<file path="config.mk">
export PLATFORM = sky130hd
export DESIGN_NAME = intc_daisy4
export DESIGN_NICKNAME = d
export VERILOG_FILES = /design/src/rtl/intc_pkg.sv /design/src/rtl/intc_bus_decode.sv /design/src/rtl/intc_cfg.sv /design/src/rtl/intc_prio.sv /design/src/rtl/intc_reti_snoop.sv /design/src/rtl/intc_daisy4.sv
export SDC_FILE = /design/constraint.sdc
export NUM_CORES = 1
export LEC_CHECK = 0
export ABC_AREA = 1
export BUFFER_PORTS_ARGS = -buffer_cell sky130_fd_sc_hd__buf_2
export CAP_MARGIN = 0
export CORE_ASPECT_RATIO = 1.75
export CORE_MARGIN = 2
export CORE_UTILIZATION = 55
export CTS_BUF_LIST = sky130_fd_sc_hd__clkbuf_16
export CTS_CLUSTER_DIAMETER = 150
export DETAILED_ROUTE_END_ITERATION = 16
export GPL_TIMING_DRIVEN = 0
export PLACE_DENSITY = 0.88
export SYNTH_ARGS = -nofsm -noshare
export SYNTH_HDL_FRONTEND = slang
export SYNTH_SLANG_ARGS = --single-unit
</file>
<file path="constraint.sdc">
create_clock -name clk -period 2.27 [get_ports clk]
set_input_delay 0.454 -clock clk [delete_from_list [all_inputs] [get_ports clk]]
set_output_delay 0.454 -clock clk [all_outputs]
set_load 0.05 [all_outputs]
</file>
<file path="src/rtl/intc_pkg.sv">
// Shared types and constants for the daisy-chained interrupt controller.
// Assumes the bus strobes have already been sampled in the clock domain.
package intc_pkg;
    localparam logic [7:0] OP_PREFIX = 8'hED;
    localparam logic [7:0] OP_RETURN = 8'h4D;

    typedef struct packed {
        logic wr_stb;     // first cycle of an I/O write
        logic ack_now;    // acknowledge cycle active
        logic ack_end;    // acknowledge just ended
        logic fetch_stb;  // first cycle of an opcode fetch
        logic m1_low;     // M1 asserted (request status frozen)
    } bus_strb_t;
endpackage

</file>
<file path="src/rtl/intc_bus_decode.sv">
// Decodes the processor strobes into one-cycle events.
// Assumes strobes are synchronous to clk; each event fires once per bus cycle.
module intc_bus_decode
    import intc_pkg::*;
(
    input  logic      clk,
    input  logic      rst_n,
    input  logic      ce_n,
    input  logic      iorq_n,
    input  logic      rd_n,
    input  logic      m1_n,
    output bus_strb_t strb
);
    logic wr_now, fetch_now, ack_now;
    logic wr_q, fetch_q, ack_q;

    // Classify the current bus cycle.
    always_comb begin
        wr_now    = !ce_n && !iorq_n && rd_n && m1_n;
        ack_now   = !m1_n && !iorq_n && rd_n;
        fetch_now = !m1_n && !rd_n && iorq_n;
    end

    // Remember last cycle's classification for edge detection.
    always_ff @(posedge clk) begin
        if (!rst_n) begin
            wr_q    <= 1'b0;
            fetch_q <= 1'b0;
            ack_q   <= 1'b0;
        end else begin
            wr_q    <= wr_now;
            fetch_q <= fetch_now;
            ack_q   <= ack_now;
        end
    end

    // Form the event strobes.
    always_comb begin
        strb.wr_stb    = wr_now && !wr_q;
        strb.ack_now   = ack_now;
        strb.ack_end   = ack_q && !ack_now;
        strb.fetch_stb = fetch_now && !fetch_q;
        strb.m1_low    = !m1_n;
    end
endmodule

</file>
<file path="src/rtl/intc_cfg.sv">
// Holds the vector base and per-source enables written by software.
// Assumes a control word has bit 0 set; bit 2 marks a following time constant
// that this block swallows without effect.
module intc_cfg
    import intc_pkg::*;
#(
    parameter int N_SRC  = 4,
    parameter int VEC_W  = 8,
    localparam int SRC_W  = $clog2(N_SRC),
    localparam int BASE_W = VEC_W - SRC_W - 1
) (
    input  logic              clk,
    input  logic              rst_n,
    input  bus_strb_t         strb,
    input  logic [SRC_W-1:0]  sel,
    input  logic [VEC_W-1:0]  din,
    output logic [BASE_W-1:0] base,
    output logic [N_SRC-1:0]  en
);
    logic [N_SRC-1:0] tc_next;

    // Decode writes into base, enable and time-constant-pending state.
    always_ff @(posedge clk) begin
        if (!rst_n) begin
            base    <= '0;
            en      <= '0;
            tc_next <= '0;
        end else if (strb.wr_stb) begin
            if (tc_next[sel]) begin
                tc_next[sel] <= 1'b0;
            end else if (din[0]) begin
                en[sel]      <= din[VEC_W-1];
                tc_next[sel] <= din[2];
            end else if (sel == '0) begin
                base <= din[VEC_W-1:SRC_W+1];
            end
        end
    end

    // A swallowed time constant leaves the configuration untouched.
    p_tc_skip_r3: assert property (@(posedge clk) disable iff (!rst_n)
        (strb.wr_stb && tc_next[sel]) |=> ($stable(en) && $stable(base)));
endmodule

</file>
<file path="src/rtl/intc_prio.sv">
// Pending, deferred and in-service state with the fixed-priority winner.
// Assumes source 0 is highest priority and that releases arrive from the
// opcode snooper as one-cycle strobes.
module intc_prio
    import intc_pkg::*;
#(
    parameter int N_SRC = 4,
    localparam int SRC_W = $clog2(N_SRC)
) (
    input  logic             clk,
    input  logic             rst_n,
    input  bus_strb_t        strb,
    input  logic [N_SRC-1:0] req,
    input  logic [N_SRC-1:0] en,
    input  logic             iei,
    input  logic             rel_stb,
    output logic             win_valid,
    output logic [SRC_W-1:0] win_idx,
    output logic             svc_any,
    output logic             pend_any
);
    logic [N_SRC-1:0] pending, held, in_svc;
    logic [N_SRC-1:0] blocked, elig, rel_mask, clr_mask, set_now;
    logic             served;
    logic [SRC_W-1:0] srv_idx;

    // Block each source at or below any in-service source.
    always_comb begin
        logic acc;
        acc = 1'b0;
        for (int i = 0; i < N_SRC; i++) begin
            acc        = acc | in_svc[i];
            blocked[i] = acc;
        end
        elig = pending & ~blocked;
    end

    // Pick the lowest-numbered eligible source.
    always_comb begin
        win_valid = |elig;
        win_idx   = '0;
        for (int i = N_SRC - 1; i >= 0; i--) begin
            if (elig[i]) win_idx = SRC_W'(i);
        end
    end

    // Mask of the highest-priority in-service source, for release.
    always_comb begin
        logic found;
        found    = 1'b0;
        rel_mask = '0;
        for (int i = 0; i < N_SRC; i++) begin
            if (in_svc[i] && !found) begin
                rel_mask[i] = 1'b1;
                found       = 1'b1;
            end
        end
    end

    // Completed acknowledge and newly accepted requests.
    always_comb begin
        clr_mask = '0;
        if (strb.ack_end && served) clr_mask[srv_idx] = 1'b1;
        set_now = req & en;
    end

    // Remember whether, and for whom, the current acknowledge drove a vector.
    always_ff @(posedge clk) begin
        if (!rst_n) begin
            served  <= 1'b0;
            srv_idx <= '0;
        end else if (strb.ack_now) begin
            if (!served && iei && win_valid) begin
                served  <= 1'b1;
                srv_idx <= win_idx;
            end
        end else begin
            served <= 1'b0;
        end
    end

    // Update pending, deferred and in-service flags.
    always_ff @(posedge clk) begin
        if (!rst_n) begin
            pending <= '0;
            held    <= '0;
            in_svc  <= '0;
        end else begin
            if (strb.m1_low) begin
                held    <= (held | set_now) & en;
                pending <= pending & ~clr_mask & en;
            end else begin
                held    <= '0;
                pending <= ((pending & ~clr_mask) | held | set_now) & en;
            end
            in_svc <= (in_svc & ~(rel_stb ? rel_mask : '0)) | clr_mask;
        end
    end

    always_comb begin
        svc_any  = |in_svc;
        pend_any = |pending;
    end

    // Frozen request status while M1 is low.
    p_frozen_r8: assert property (@(posedge clk) disable iff (!rst_n)
        strb.m1_low |=> ((pending & ~$past(pending)) == '0));
    // Delivered vector puts its source in service.
    p_commit_r7: assert property (@(posedge clk) disable iff (!rst_n)
        (strb.ack_end && served) |=> in_svc[$past(srv_idx)]);
    // A release drops exactly one in-service source.
    p_release_r10: assert property (@(posedge clk) disable iff (!rst_n)
        (rel_stb && (in_svc != '0)) |=>
            ($countones(in_svc) == $countones($past(in_svc)) - 1));
endmodule

</file>
<file path="src/rtl/intc_reti_snoop.sv">
// Watches opcode fetches for the two-byte return sequence.
// Assumes the prefix byte must be followed by the second byte on the very
// next fetch; any other byte discards it.
module intc_reti_snoop
    import intc_pkg::*;
#(
    parameter int VEC_W = 8
) (
    input  logic             clk,
    input  logic             rst_n,
    input  bus_strb_t        strb,
    input  logic [VEC_W-1:0] din,
    input  logic             iei,
    output logic             rel_stb
);
    logic saw_prefix;

    // Track whether the previous fetch was the prefix byte.
    always_ff @(posedge clk) begin
        if (!rst_n) begin
            saw_prefix <= 1'b0;
        end else if (strb.fetch_stb) begin
            saw_prefix <= (din == OP_PREFIX);
        end
    end

    // Release only on prefix then return byte, with chain priority held.
    always_comb begin
        rel_stb = strb.fetch_stb && saw_prefix && (din == OP_RETURN) && iei;
    end
endmodule

</file>
<file path="src/rtl/intc_daisy4.sv">
// Top of the daisy-chained vectored interrupt controller.
// Assumes synchronous strobes and a push-pull vector output with an enable.
module intc_daisy4
    import intc_pkg::*;
#(
    parameter int N_SRC = 4,
    parameter int VEC_W = 8,
    localparam int SRC_W  = $clog2(N_SRC),
    localparam int BASE_W = VEC_W - SRC_W - 1
) (
    input  logic             clk,
    input  logic             rst_n,
    input  logic             ce_n,
    input  logic             iorq_n,
    input  logic             rd_n,
    input  logic             m1_n,
    input  logic [SRC_W-1:0] sel,
    input  logic [VEC_W-1:0] din,
    input  logic [N_SRC-1:0] req,
    input  logic             iei,
    output logic [VEC_W-1:0] dout,
    output logic             dout_en,
    output logic             int_n,
    output logic             ieo
);
    bus_strb_t         strb;
    logic [BASE_W-1:0] base;
    logic [N_SRC-1:0]  en;
    logic              rel_stb, win_valid, svc_any, pend_any;
    logic [SRC_W-1:0]  win_idx;

    intc_bus_decode u_dec (
        .clk(clk), .rst_n(rst_n), .ce_n(ce_n), .iorq_n(iorq_n),
        .rd_n(rd_n), .m1_n(m1_n), .strb(strb)
    );

    intc_cfg #(.N_SRC(N_SRC), .VEC_W(VEC_W)) u_cfg (
        .clk(clk), .rst_n(rst_n), .strb(strb), .sel(sel), .din(din),
        .base(base), .en(en)
    );

    intc_reti_snoop #(.VEC_W(VEC_W)) u_snoop (
        .clk(clk), .rst_n(rst_n), .strb(strb), .din(din), .iei(iei),
        .rel_stb(rel_stb)
    );

    intc_prio #(.N_SRC(N_SRC)) u_prio (
        .clk(clk), .rst_n(rst_n), .strb(strb), .req(req), .en(en),
        .iei(iei), .rel_stb(rel_stb), .win_valid(win_valid),
        .win_idx(win_idx), .svc_any(svc_any), .pend_any(pend_any)
    );

    // Drive the vector and the chain/request outputs.
    always_comb begin
        dout_en = strb.ack_now && iei && win_valid;
        dout    = dout_en ? {base, win_idx, 1'b0} : '0;
        int_n   = !win_valid;
        ieo     = iei && !svc_any && !pend_any;
    end

    // Vector only appears inside a granted acknowledge.
    p_vec_gate_r6: assert property (@(posedge clk) disable iff (!rst_n)
        dout_en |-> (!m1_n && !iorq_n && rd_n && iei));
    // Chain output never rises without the chain input.
    p_ieo_chain_r11: assert property (@(posedge clk) disable iff (!rst_n)
        !iei |-> !ieo);
    // A request output needs pending state behind it.
    p_int_src_r4: assert property (@(posedge clk) disable iff (!rst_n)
        !int_n |-> pend_any);
    // Vector bit 0 is always zero.
    p_vec_lsb_r2: assert property (@(posedge clk) disable iff (!rst_n)
        dout_en |-> !dout[0]);
endmodule

</file>
==> impl_metrics.csv <==
group,metric,value,unit
worst_setup_path,critPathMaxFanout,8,
die,die_area,3480,um^2
final_layout,diodes,0,
worst_setup_path,worst_setup_path_end_kind,"output pin",
status,outcome,"completed",
clock_network,hold_buffers,0,
synthesis,yosys.area_share.adder,0,%
pwr,pwr_density_cell,643,nW/um^2
routing,routed_wl,3630,um
worst_setup_path,crit_slowest_cell,"dfxtp_1",
clock_network,cts_root_buffer,"clkbuf_16",
synthesis,synth_cell_types,27,
worst_setup_path,path_buf_inv,2,
worst_setup_path,cpLargestDelayFamily,"simple AND/OR/NAND/NOR gates",
worst_setup_path,cp-start-kind,"register",
routing,drc_errors,0,
sta,setup_violations,0,
worst_setup_path,critPathKind,"reg2out",
worst_setup_path,crit_path_frequent_cell,"nor2_4",
placed_design,portBuffers,30,
synthesis,yosysWarnings,0,
global_route,first_global_vias,1484,
synthesis,synth_seq_area_share,38.8,%
synthesis,synth-simple-area-share,43.1,%
final_layout,fin_nets,311,
global_route,grt_start_max_net_pins,11,
run,drv_cap,0,
clock_network,insertion_delay,0.28,ns
routing,via_per_inst,5.13,
synthesis,synth_top_cells_by_area,"dfxtp_1 (39%), nand2_1 (14%), nor2_1 (10%)",
synthesis,synth_top_area_share,38.8,%
global_route,grt-ovfl-total,0,
sta,slew_violations,0,
synthesis,synth-edff-count,0,
placed_design,gp_congestion,0.839,
routing,drtAntennaViolNets,0,
routing,via_count,1638,
sta,hold_slack,0.404,ns
clock_network,cts_buffers,5,
synthesis,async_flop_share,0,%
die,die_x,45.4,um
synthesis,synth_compound_area_share,5.90,%
synthesis,synth_common_cells,"nand2_1 (61), nor2_1 (46), inv_1 (38)",
final_layout,drive_above_1_share,21.6,%
die,row_count,26,
sta,fin_worst_skew,0.00361,ns
final_layout,multi_input_area,843,um^2
die,core,2900,um^2
placed_design,hpwlAfterDp,2840,um
synthesis,yosys_register_bits,32,
routing,wl_per_cell,11.4,um
sta,fin_crit_sh,94.7,%
die,pin_count,32,
routing,drt-pass1-iter-count,4,
clock_network,cts_max_level,2,
worst_setup_path,crit_arrival,1.70,ns
global_route,grt_pass1_wl,5840,um
synthesis,yosys.area.top_type,"dfxtp_1",
final_layout,synthToLayoutAreaGrowth,21.3,%
synthesis,synthCells,253,
clock_network,cts.path.max_buffers,2,
global_route,track_usage,23.4,%
routing,drt_first_iter_violations,33,
worst_setup_path,critPathMaxStageDelay,0.33,ns
clock_network,cts_tree,"done",
sta,setup_tns,0,ns
sta,period_needed,2.15,ns
sta,fmax,465,MHz
die,die_h,76.5,um
clock_network,cts_sinks,32,
synthesis,synthMuxAreaShare,0,%
worst_setup_path,worstPathRequired,1.82,ns
sta,final_hold_viol_count,0,
synthesis,synthFlopType,"dfxtp_1",
final_layout,seq_area,641,um^2
pwr,ir_worst_vdd,0.616,mV
global_route,antenna_found_initial,0,
synthesis,synth_area_per_cell,6.53,um^2
pwr,leakagePower,0.961,nW
worst_setup_path,cp_cell_sequence,"nor2_4 -> nand3_1 -> nand3_2 -> nand2_1 -> nor2_4 -> inv_2 -> nor2_2 -> buf_2",
synthesis,syn-cell-area,1650,um^2
die,initial_core_util,57.1,%
synthesis,synth_most_common_cell,"nand2_1",
hold_path,hold_path_class,"in2reg",
final_layout,n_fill_cell,254,
synthesis,yosys.area_share.xor_xnor,0,%
synthesis,synth_nets,274,
clock_network,cts.clk_slew.worst_paths,0.05,ns
sta,rsz0062_at_grt,"no",
synthesis,synth_top_family_by_area,"simple AND/OR/NAND/NOR gates",
==> cell usage in the layout, fill, tap and decap left out, types with 3 or more instances in the layout <==
master     netlist  final
nor2_1          46     41
nand4_1          7      7
clkbuf_16        0      5
or2_2            4      4
dfxtp_1         32     32
buf_2            0     30
a21oi_1         16     16
nand3_1         17     17
nor2_2           3      6
nor2_4           1      3
inv_1           38     38
nand3b_1         3      3
nor3_1           6      6
nand2_1         61     61
==> state kept, by name (all words and copies together) (netlist names) <==
register            flops
u_prio.srv_idx          2
u_cfg.en                4
u_dec.wr_q              1
u_prio.served           1
u_cfg.base              5
u_dec.ack_q             1
u_snoop.saw_prefix      1
u_prio.in_svc           4
u_cfg.tc_next           4
u_prio.held             4
u_prio.pending          4
u_dec.fetch_q           1
==> metal layers <==
layer  wire (um)  GRT usage [%]  vias up
met2        2000           41.8       39
li1            -              -      857
met4         152           15.6        0
met3         134           7.35       14
met5           0              0        -
met1        1340           19.8      728
==> area by class of cell <==
cell class	instances	area share [%]
well taps	28	1.75
plain buffers	4	2.37
repair buffers	30	7.49
clock inverters	3	0.686
inverters	40	7.49
multi-input cells	177	42.0
flip-flops and latches	32	31.9
clock buffers	5	6.24
==> kinds of logic (layout without fill, tap and decap cells) <==
| logic type | after synthesis | in the layout |
|---|---|---|
| buf+inv | 44 | 82 |
| flops | 32 | 32 |
| simple gates | 157 | 157 |
| compound gates | 19 | 19 |
| other cells | 1 | 1 |
==> stage by stage <==
| step | utilization [%] | worst slack, ns | total power [mW] | instances | instance area (um^2) |
|---|---|---|---|---|---|
| 6_report | 69.3 | 0.121 | 1.29 | 319 | 2010 |
| 5_1_grt | 69.3 | 0.0163 | 1.33 | 319 | 2010 |
| 4_1_cts | 69.1 | 0.00384 | 1.30 | 319 | 2000 |
| 3_5_place_dp | 64.3 | 0.231 | 0.666 | 311 | 1860 |
| 3_3_place_gp | 64.3 | 0.230 | 0.665 | 311 | 1860 |
| 2_1_floorplan | - | 0.0988 | 0.629 | 253 | 1680 |
==> worst reg2reg max path, stage by stage (launching register included) <==
cell and delay [ns]:
dfxtp_1 0.41, nor2_1 0.09, a21oi_1 0.21, nand3_2 0.14, nand3_1 0.17, nand2_1 0.07, nand2_1 0.06, nor2_1 0.04
==> worst paths after layout <==
kind                         start           endpoint  slack [ns]  cells after the start
setup / recovery  u_prio.in_svc[1]            dout[7]        0.12                      8
setup reg to reg  u_prio.in_svc[0]  u_prio.srv_idx[0]        0.98                      7
hold reg to reg        u_cfg.en[3]  u_prio.pending[3]        0.45                      2
hold / removal                rd_n      u_dec.fetch_q        0.40                      2
==> what timing repair did <==
action | 4_1_cts | 5_1_grt
hold endpoints to repair | 0 | 0
buffers inserted | 0 | 0
gates resized for setup | 0 | 1
endpoints found under the setup margin | 0 | 7
==> where the power goes <==
group | total (mW) | internal, mW | leakage, nW | switching [mW]
logic | 0.0868 | 0.0300 | 0.632 | 0.0568
clock network | 0.635 | 0.397 | 0.0710 | 0.238
registers | 0.568 | 0.566 | 0.258 | 0.00143
No activity file was read; power rests on OpenSTA's default activity.
